$ cat src/rtl/e1rs_pkg.sv
package e1rs_pkg;

  // Strobes decoded by the control for the datapath, valid for one cycle.
  typedef struct packed {
    logic frame;   // a frame is being accepted
    logic takeA;   // odd frame: A bit is meaningful
    logic takeE1;  // frame 13: Si carries first E bit
    logic takeE2;  // frame 15: Si carries second E bit
    logic secEnd;  // last frame of the current second
  } e1rsStb_t;

  localparam int E1_FRAME = 13;
  localparam int E2_FRAME = 15;

endpackage

$ cat src/rtl/e1rs_ctrl.sv
module e1rs_ctrl
  import e1rs_pkg::*;
#(
  parameter int SEC_FRAMES = 8000
) (
  input  logic       clk,
  input  logic       rst_n,
  input  logic       frameStb,
  input  logic [3:0] frameNum,
  output e1rsStb_t   stb
);

  localparam int SW = $clog2(SEC_FRAMES);
  localparam logic [SW-1:0] SEC_LAST = SW'(SEC_FRAMES - 1);

  logic [SW-1:0] secCnt;
  logic          lastOfSec;

  assign lastOfSec = (secCnt == SEC_LAST);

  always_ff @(posedge clk) begin
    if (!rst_n) begin
      secCnt <= '0;
    end else if (frameStb) begin
      secCnt <= lastOfSec ? '0 : secCnt + 1'b1;
    end
  end

  always_comb begin
    stb.frame  = frameStb;
    stb.takeA  = frameStb & frameNum[0];
    stb.takeE1 = frameStb & (frameNum == 4'(E1_FRAME));
    stb.takeE2 = frameStb & (frameNum == 4'(E2_FRAME));
    stb.secEnd = frameStb & lastOfSec;
  end

  // the frame after a second boundary starts a fresh second
  p_sec_restart_r7: assert property (@(posedge clk) disable iff (!rst_n)
    stb.secEnd |=> (secCnt == '0));

  // the second counter advances by exactly one per non-final frame
  p_sec_step_r7: assert property (@(posedge clk) disable iff (!rst_n)
    (stb.frame && !stb.secEnd) |=> (secCnt == $past(secCnt) + 1'b1));

  // without a frame the second position does not move
  p_sec_hold_r7: assert property (@(posedge clk) disable iff (!rst_n)
    !frameStb |=> $stable(secCnt));

endmodule

$ cat src/rtl/e1rs_datapath.sv
module e1rs_datapath
  import e1rs_pkg::*;
#(
  parameter int T10_FRAMES  = 80,
  parameter int T450_FRAMES = 3600,
  parameter int ERR_LIMIT   = 989,
  parameter int CNT_W       = 10,
  parameter int HIST_LEN    = 5
) (
  input  logic             clk,
  input  logic             rst_n,
  input  e1rsStb_t         stb,
  input  logic             aBit,
  input  logic             siBit,
  input  logic             alignHeld,
  output logic             remE1Status,
  output logic             aeOver10,
  output logic             aeWindow450,
  output logic             remFail,
  output logic [CNT_W-1:0] eSecCount
);

  localparam int TW = $clog2(T450_FRAMES + 1);
  localparam logic [TW-1:0]    T10_V   = TW'(T10_FRAMES);
  localparam logic [TW-1:0]    T450_V  = TW'(T450_FRAMES);
  localparam logic [CNT_W-1:0] LIMIT_V = CNT_W'(ERR_LIMIT);
  localparam logic [CNT_W-1:0] CNT_MAX = '1;

  // Latest overhead bits.
  logic lastA, lastE1, lastE2;
  logic aNext, e1Next, e2Next, condNow;

  // Pattern run length.
  logic [TW-1:0] runCnt;

  // Per-second accounting.
  logic [CNT_W-1:0]    errCnt;
  logic [CNT_W-1:0]    errInc;
  logic                errHit;
  logic                secClean;
  logic                secAligned;
  logic                cleanNow;
  logic                alignedNow;
  logic                secPass;
  logic [HIST_LEN-1:0] passHist;

  always_comb begin
    aNext   = stb.takeA  ? aBit  : lastA;
    e1Next  = stb.takeE1 ? siBit : lastE1;
    e2Next  = stb.takeE2 ? siBit : lastE2;
    condNow = aNext & ~e1Next & ~e2Next;

    errHit = (stb.takeE1 | stb.takeE2) & ~siBit;
    if (errHit && (errCnt != CNT_MAX)) errInc = errCnt + 1'b1;
    else                               errInc = errCnt;

    cleanNow   = secClean   & ~(stb.takeA & aBit);
    alignedNow = secAligned & ~(stb.frame & ~alignHeld);
    secPass    = (errInc > LIMIT_V) & cleanNow & alignedNow;
  end

  // Overhead bit capture.
  always_ff @(posedge clk) begin
    if (!rst_n) begin
      lastA       <= 1'b0;
      lastE1      <= 1'b0;
      lastE2      <= 1'b0;
      remE1Status <= 1'b0;
    end else begin
      lastA  <= aNext;
      lastE1 <= e1Next;
      lastE2 <= e2Next;
      if (stb.takeE1) remE1Status <= siBit;
    end
  end

  // Run length of the A-set/E-clear pattern, held at the long window.
  always_ff @(posedge clk) begin
    if (!rst_n) begin
      runCnt <= '0;
    end else if (stb.frame) begin
      if (!condNow)               runCnt <= '0;
      else if (runCnt != T450_V)  runCnt <= runCnt + 1'b1;
    end
  end

  assign aeOver10    = (runCnt > T10_V);
  assign aeWindow450 = aeOver10 & (runCnt < T450_V);

  // E-bit error count and per-second qualifiers.
  always_ff @(posedge clk) begin
    if (!rst_n) begin
      errCnt     <= '0;
      eSecCount  <= '0;
      secClean   <= 1'b1;
      secAligned <= 1'b1;
    end else if (stb.secEnd) begin
      eSecCount  <= errInc;
      errCnt     <= '0;
      secClean   <= 1'b1;
      secAligned <= 1'b1;
    end else begin
      errCnt     <= errInc;
      secClean   <= cleanNow;
      secAligned <= alignedNow;
    end
  end

  // Pass history: one flop per remembered second.
  generate
    for (genvar g = 0; g < HIST_LEN; g++) begin : g_hist
      always_ff @(posedge clk) begin
        if (!rst_n) begin
          passHist[g] <= 1'b0;
        end else if (stb.secEnd) begin
          if (g == 0) passHist[g] <= secPass;
          else        passHist[g] <= passHist[(g == 0) ? 0 : g - 1];
        end
      end
    end
  endgenerate

  assign remFail = &passHist;

  // the E1 status only moves on a frame-13 strobe
  p_e1_hold_r1: assert property (@(posedge clk) disable iff (!rst_n)
    !$past(stb.takeE1) |-> $stable(remE1Status));

  // the run length either restarts or grows by one
  p_run_step_r5: assert property (@(posedge clk) disable iff (!rst_n)
    (runCnt != $past(runCnt)) |-> ((runCnt == '0) || (runCnt == $past(runCnt) + 1'b1)));

  // the running count never falls except at a second boundary
  p_err_nowrap_r6: assert property (@(posedge clk) disable iff (!rst_n)
    !$past(stb.secEnd) |-> (errCnt >= $past(errCnt)));

  // the failure flag can only change at a second boundary
  p_fail_edge_r9: assert property (@(posedge clk) disable iff (!rst_n)
    !$past(stb.secEnd) |-> $stable(remFail));

  // the published count only changes at a second boundary
  p_count_edge_r7: assert property (@(posedge clk) disable iff (!rst_n)
    !$past(stb.secEnd) |-> $stable(eSecCount));

endmodule

$ cat src/rtl/e1_remote_supervisor.sv
module e1_remote_supervisor
  import e1rs_pkg::*;
#(
  parameter int SEC_FRAMES  = 8000,
  parameter int T10_FRAMES  = 80,
  parameter int T450_FRAMES = 3600,
  parameter int ERR_LIMIT   = 989,
  parameter int CNT_W       = 10,
  parameter int HIST_LEN    = 5
) (
  input  logic             clk,
  input  logic             rst_n,
  input  logic             frameStb,
  input  logic [3:0]       frameNum,
  input  logic             aBit,
  input  logic             siBit,
  input  logic             alignHeld,
  output logic             remE1Status,
  output logic             aeOver10,
  output logic             aeWindow450,
  output logic             remFail,
  output logic [CNT_W-1:0] eSecCount
);

  e1rsStb_t stb;

  e1rs_ctrl #(
    .SEC_FRAMES(SEC_FRAMES)
  ) i_ctrl (
    .clk      (clk),
    .rst_n    (rst_n),
    .frameStb (frameStb),
    .frameNum (frameNum),
    .stb      (stb)
  );

  e1rs_datapath #(
    .T10_FRAMES (T10_FRAMES),
    .T450_FRAMES(T450_FRAMES),
    .ERR_LIMIT  (ERR_LIMIT),
    .CNT_W      (CNT_W),
    .HIST_LEN   (HIST_LEN)
  ) i_dp (
    .clk         (clk),
    .rst_n       (rst_n),
    .stb         (stb),
    .aBit        (aBit),
    .siBit       (siBit),
    .alignHeld   (alignHeld),
    .remE1Status (remE1Status),
    .aeOver10    (aeOver10),
    .aeWindow450 (aeWindow450),
    .remFail     (remFail),
    .eSecCount   (eSecCount)
  );

endmodule

$ cat config.mk
export PLATFORM = sky130hd
export DESIGN_NAME = e1_remote_supervisor
export DESIGN_NICKNAME = d
export VERILOG_FILES = /design/src/rtl/e1rs_pkg.sv /design/src/rtl/e1rs_ctrl.sv /design/src/rtl/e1rs_datapath.sv /design/src/rtl/e1_remote_supervisor.sv
export SDC_FILE = /design/constraint.sdc
export NUM_CORES = 1
export LEC_CHECK = 0
export CAP_MARGIN = 20
export CORE_UTILIZATION = 60
export CTS_BUF_LIST = sky130_fd_sc_hd__clkbuf_8 sky130_fd_sc_hd__clkbuf_16
export CTS_CLUSTER_DIAMETER = 200
export DETAILED_ROUTE_END_ITERATION = 16
export DONT_BUFFER_PORTS = 1
export PLACE_DENSITY_LB_ADDON = 0.12
export REMOVE_ABC_BUFFERS = 1
export SYNTH_ARGS = -nofsm -noshare
export SYNTH_HDL_FRONTEND = slang
export SYNTH_SLANG_ARGS = --single-unit
export TNS_END_PERCENT = 1
$ cat constraint.sdc
create_clock -name clk -period 2.75 [get_ports clk]
set_input_delay 0.4125 -clock clk [delete_from_list [all_inputs] [get_ports clk]]
set_output_delay 0.4125 -clock clk [all_outputs]
set_load 0.05 [all_outputs]
== After elaboration in Yosys (flattened, before gate mapping) ==
Index checks and enable logic that the tools add are counted.

* Add/subtract/negate cells: 3
* Order comparisons: 3
* Eq/ne operators: 6
* Multiplexer cells: 7
* Bitwise gates (word level): 22
* Reduce and logical (&&, ||, !) cells: 4

{| class="wikitable"
|+ Operator list
! operator !! number
|-
| 12-bit 2-to-1 mux || 2
|-
| 1-bit AND || 14
|-
| 13-bit by 1-bit adder with 13-bit output, second input constant || 1
|-
| 13-bit == test, second input constant || 1
|-
| 13-bit 2-to-1 mux || 1
|-
| 12-bit by 1-bit adder with 12-bit output, second input constant || 1
|-
| 12-bit by 7-bit > comparator with 1-bit output, second input constant || 1
|-
| 12-bit less-than comparator, second input constant || 1
|-
| 12-bit inequality test, second input constant || 1
|-
| 10-bit by 1-bit adder with 10-bit output, second input constant || 1
|-
| 10-bit > comparator, second input constant || 1
|-
| 10-bit 2-to-1 mux || 1
|-
| 10-bit inequality test, second input constant || 1
|-
| 4-bit == test, second input constant || 2
|-
| 1-bit inverter || 7
|-
| 5-bit AND reduction || 1
|-
| 1-bit 2-to-1 mux || 3
|-
| 2-bit inequality test, second input constant || 1
|-
| 2-bit AND reduction || 1
|-
| 2-bit OR reduction || 1
|-
| 1-bit logical AND || 1
|-
| 1-bit OR || 1
|}

* Register bits: 56
* Input bits: 10
* Output and inout port bits: 14
* Logic and storage cells: 60

== Depth between registers and ports, before layout ==
* Depth in word-level cells: 9
* Gate-level depth with buffers: 9
* Mapped depth without buffers: 8

== Modules after synthesis ==
A second synthesis with hierarchy kept.

* Cell total of the unflattened synthesis: 304
* Area total of the unflattened synthesis: 2721.4 µm²

{| class="wikitable"
|+ By module, submodules not included
! module !! times used !! cells each !! area an instance (µm²) !! sequential area each (µm²)
|-
| e1rs_datapath || 1 || 226 || 2006.9 || 860.8
|-
| e1rs_ctrl || 1 || 78 || 714.4 || 260.2
|}

== Least setup slack after synthesis ==
Ideal clock, no wire load.

* Kind: reg2out
* Start: register i_dp.runCnt[0]
* End: output port aeWindow450
* Arrival: 1692 ps
* Required time: 2338 ps
* Slack: 645 ps
* Stages on the path, launching flop included: 6
* Buffers on the path: 0
* Cell sequence: dfxtp_1 inv_1 ha_1 or3b_2 a31o_2 and2_1

* Word-level cells in the longest chain between the ends: 2
* Elaborated cells on any way between the ends: 3
* Those cells by class: order compare: 2; bitwise: 1

{| class="wikitable"
|+ Ends and longest elaborated chain
! element !! RTL line !! source
|-
| start, declared || e1rs_datapath.sv:34 || <nowiki>logic [TW-1:0] runCnt;</nowiki>
|-
| start signal, assigned || e1rs_datapath.sv:83 || <nowiki>else if (runCnt != T450_V) runCnt <= runCnt + 1'b1;</nowiki>
|-
| 12-bit by 7-bit > comparator with 1-bit output || e1rs_datapath.sv:87 || <nowiki>assign aeOver10 = (runCnt > T10_V);</nowiki>
|-
| net aeOver10 || e1_remote_supervisor.sv:19 || <nowiki>output logic aeOver10,</nowiki>
|-
| 1-bit AND || e1rs_datapath.sv:88 || <nowiki>assign aeWindow450 = aeOver10 & (runCnt < T450_V);</nowiki>
|-
| end, declared || e1_remote_supervisor.sv:20 || <nowiki>output logic aeWindow450,</nowiki>
|}

The timed path passes the listed nets, and every way through them passes these cells.

== Worst setup path after layout ==
Ends and elaborated chain as after synthesis.

==> summary.md <==
| Metric | Value |
|---|---|
| Syn Inst Count | `292` |
| Cells on worst reg2reg path | `7` |
| Initial Util | `63.5%` |
| Hold endpoint | `i_dp.eSecCount[3]` |
| Synthesized area | `0.00259 sq mm` |
| Detailed Route Iter0 Violations | `110` |
| Power Total | `1.37 mW` |
| Global-route wire length before repair | `7490 um` |
| RSZ-0062 raised after global routing | `false` |
| Final Core Density | `66.7%` |
| Share of post-route cells with drive strength above 1 | `5.88%` |
| Number of CTS-inserted buffers | `5` |
| Hold WC Path Type | `input port to flip-flop` |
| Leading area contributor after synthesis | `dfxtp_1` |
| R2r endpoint | `i_dp.passHist[0]` |
| Max H-tree Level | `2` |
| Via Count | `1905` |
| Seq cells post-synth | `56` |
| Met3 WL post-DR | `131 um` |
| Post-synth ARST share | `0%` |
| Outcome | `finished, final reports clean` |
| Core ar. | `0.00409 sq mm` |
| I/O pin total | `24` |
| Worst Setup Start Kind | `flip-flop` |
| Pwr dens | `504 mW/mm^2` |
| Max_slew headroom | `39.8%` |
| Final hold violation count | `0` |
| Fin area | `0.00273 sq mm` |
| Wire length on met2 | `2140 um` |
| Ys Warns | `0` |
| CTS tree | `built` |
| Clock Sinks | `56` |
| Pleak | `1.04 nW` |
| Slew @ Worst Pin | `0.899 ns` |
| P&R area growth vs syn | `5.16%` |
| Fill cells | `351` |
| Minimum clock period | `2.47 ns` |
| CTS resizes | `0` |
| Reg-to-reg slack, setup | `0.47 ns` |
| Nets | `304` |
| Max stage delay on crit path | `0.48 ns` |
| Die H | `67.8 um` |
| Largest net degree at the start of global routing | `22` |
| Fmax | `405 MHz` |
| Sum of negative setup slack | `0 ns` |
| WL met1 | `2140 um` |
| Max clock buf depth | `2` |
| Placed Area | `0.00263 sq mm` |
| Hold_sp | `rst_n` |
| CP max FO | `3` |
| Synth area leaders | `dfxtp_1 43%, nor2_1 6.5%, mux2i_1 5.4%` |
| DR pass1 iterations | `4` |
| Row cnt | `23` |
| Clock-pin transition on the worst setup and hold timing paths | `0.09 ns` |
| Critical Path AT | `2.06 ns` |
| Total track usage | `22.1%` |
| Netlist cell types | `41` |
| Main synth FF type | `dfxtp_1` |
| Drt via density | `5.62` |
| Vias in the first global route | `1713` |
| Grt ovf | `0` |
| DR top layer | `met4` |
| Detail Placement HPWL | `3150 um` |
| WS Path Type | `flip-flop to primary output` |
| CTS root buf | `clkbuf_8` |
| Cts hold-fix bufs | `0` |
| Final wirelength | `4480 um` |
| GP Congestion | `0.874` |
| Clock skew | `0.0119 ns` |
| Setup Fix Bufs, Post-CTS | `0` |
| Buffers and inverters on the worst path | `1` |
| Most common cell in the netlist | `dfxtp_1` |
| PortBufs | `0` |
| Die width | `67.8 um` |
| Initial antenna violation count | `0` |
| Clk Latency, worst-skew pair | `0.30 ns` |
| Period Utilization, post-route | `89.8%` |
| Syn avg cell area | `8.88 sq um` |
| Post-synth top area share | `43.2%` |
| Crit path max-delay family | `simple AND/OR/NAND/NOR gates` |
| # DRC | `0` |
| EDFF count, synth | `0` |
| Worst Hold Path Cells | `1` |
| Final Setup Violations | `0` |
| Die area | `0.00459 sq mm` |
| Routed len/inst | `13.2 um` |
| Commonest cells post-synth | `56 x dfxtp_1, 45 x nor2_1, 23 x nand2_1` |
| Max-cap violations | `0` |
| Cells along the critical path | `inv_1, ha_1, or3b_2, a31o_2, and2_1` |
| CP required | `2.34 ns` |
| Critical Path Slowest Stage Cell | `or3b_2` |
| Post-route ant nets | `0` |
| Critical Path End Type | `primary output` |
| Final Max Tran Viols | `0` |
| Worst vdd ir | `0.355 mV` |
| FF-to-FF Start | `i_dp.errCnt[0]` |
| Post-synthesis sequential area ratio | `43.2%` |
| Antenna fix cells | `0` |
## kinds of logic (layout without fill, tap and decap cells)
kind of cell    count (synthesis)  in the layout  share of synthesized area, %
simple gates                  131            131                          25.8
flops                          56             56                          43.2
compound gates                 35             35                          9.99
xor+xnor                       28             28                          9.46
buf+inv                        22             19                          3.38
mux                            16             16                          6.27
fa+ha+maj                       4              4                          1.93
## routing by layer
layer	up-vias	track usage, %
li1	993	-
met1	891	25.4
met2	16	38.4
met3	5	6.42
met4	0	7.98
met5	-	0
## worst max path at each step
| stage | start | end | slack (ns) | cells past startpoint |
|---|---|---|---|---|
| 2_1_floorplan | i_ctrl.secCnt[0] | i_dp.passHist[0] | 0.46 | 6 |
| 3_3_place_gp | i_dp.errCnt[1] | i_dp.passHist[0] | 0.61 | 7 |
| 3_5_place_dp | i_dp.errCnt[0] | i_dp.passHist[0] | 0.54 | 7 |
| 4_1_cts | i_dp.runCnt[0] | aeWindow450 | 0.26 | 5 |
| 5_1_grt | i_dp.runCnt[0] | aeWindow450 | 0.19 | 5 |
| 6_report | i_dp.runCnt[0] | aeWindow450 | 0.28 | 5 |
## area by class of cell
type,count,area [sq um],share of cell area [%]
multi-input cells,214,1390,50.8
clock buffers,5,68.8,2.52
well taps,50,62.6,2.29
clock inverters,1,30.0,1.10
flip-flops and latches,56,1120,41.1
inverters,10,37.5,1.38
repair buffers,3,22.5,0.826
## cell usage in the layout, fill, tap and decap left out, drive strengths merged, types with 4 or more instances in the layout
cell / n
dfxtp: 56
nor2: 46
nand2: 23
xor2: 14
xnor2: 14
mux2i: 14
nand3: 13
nand4: 12
inv: 10
nor2b: 10
and3: 7
a21oi: 6
o211a: 6
o21ai: 5
clkbuf: 5
and2: 4
ha: 4
## metrics by stage
| stage | hold WS (ns) | setup WS (ns) | instances |
|---|---|---|---|
| after global placement | 0.440 | 0.611 | 333 |
| after floorplan | 0.427 | 0.456 | 280 |
| after global routing | 0.209 | 0.195 | 339 |
| after CTS | 0.209 | 0.257 | 339 |
| final | 0.225 | 0.279 | 339 |
| after detailed placement | 0.445 | 0.545 | 333 |
## state kept, by name, summed over array words and instances (netlist names), 5 cells and up
register,count
i_dp.passHist,5
i_ctrl.secCnt,13
i_dp.runCnt,12
i_dp.eSecCount,10
i_dp.errCnt,10
## power by group
group	internal (mW)	switching [mW]	leakage, nW
Combinational	0.0206	0.0248	0.542
Clock	0.262	0.242	0.0501
Sequential	0.818	0.00716	0.452
Note: power is estimated with default switching activity, not from simulation.
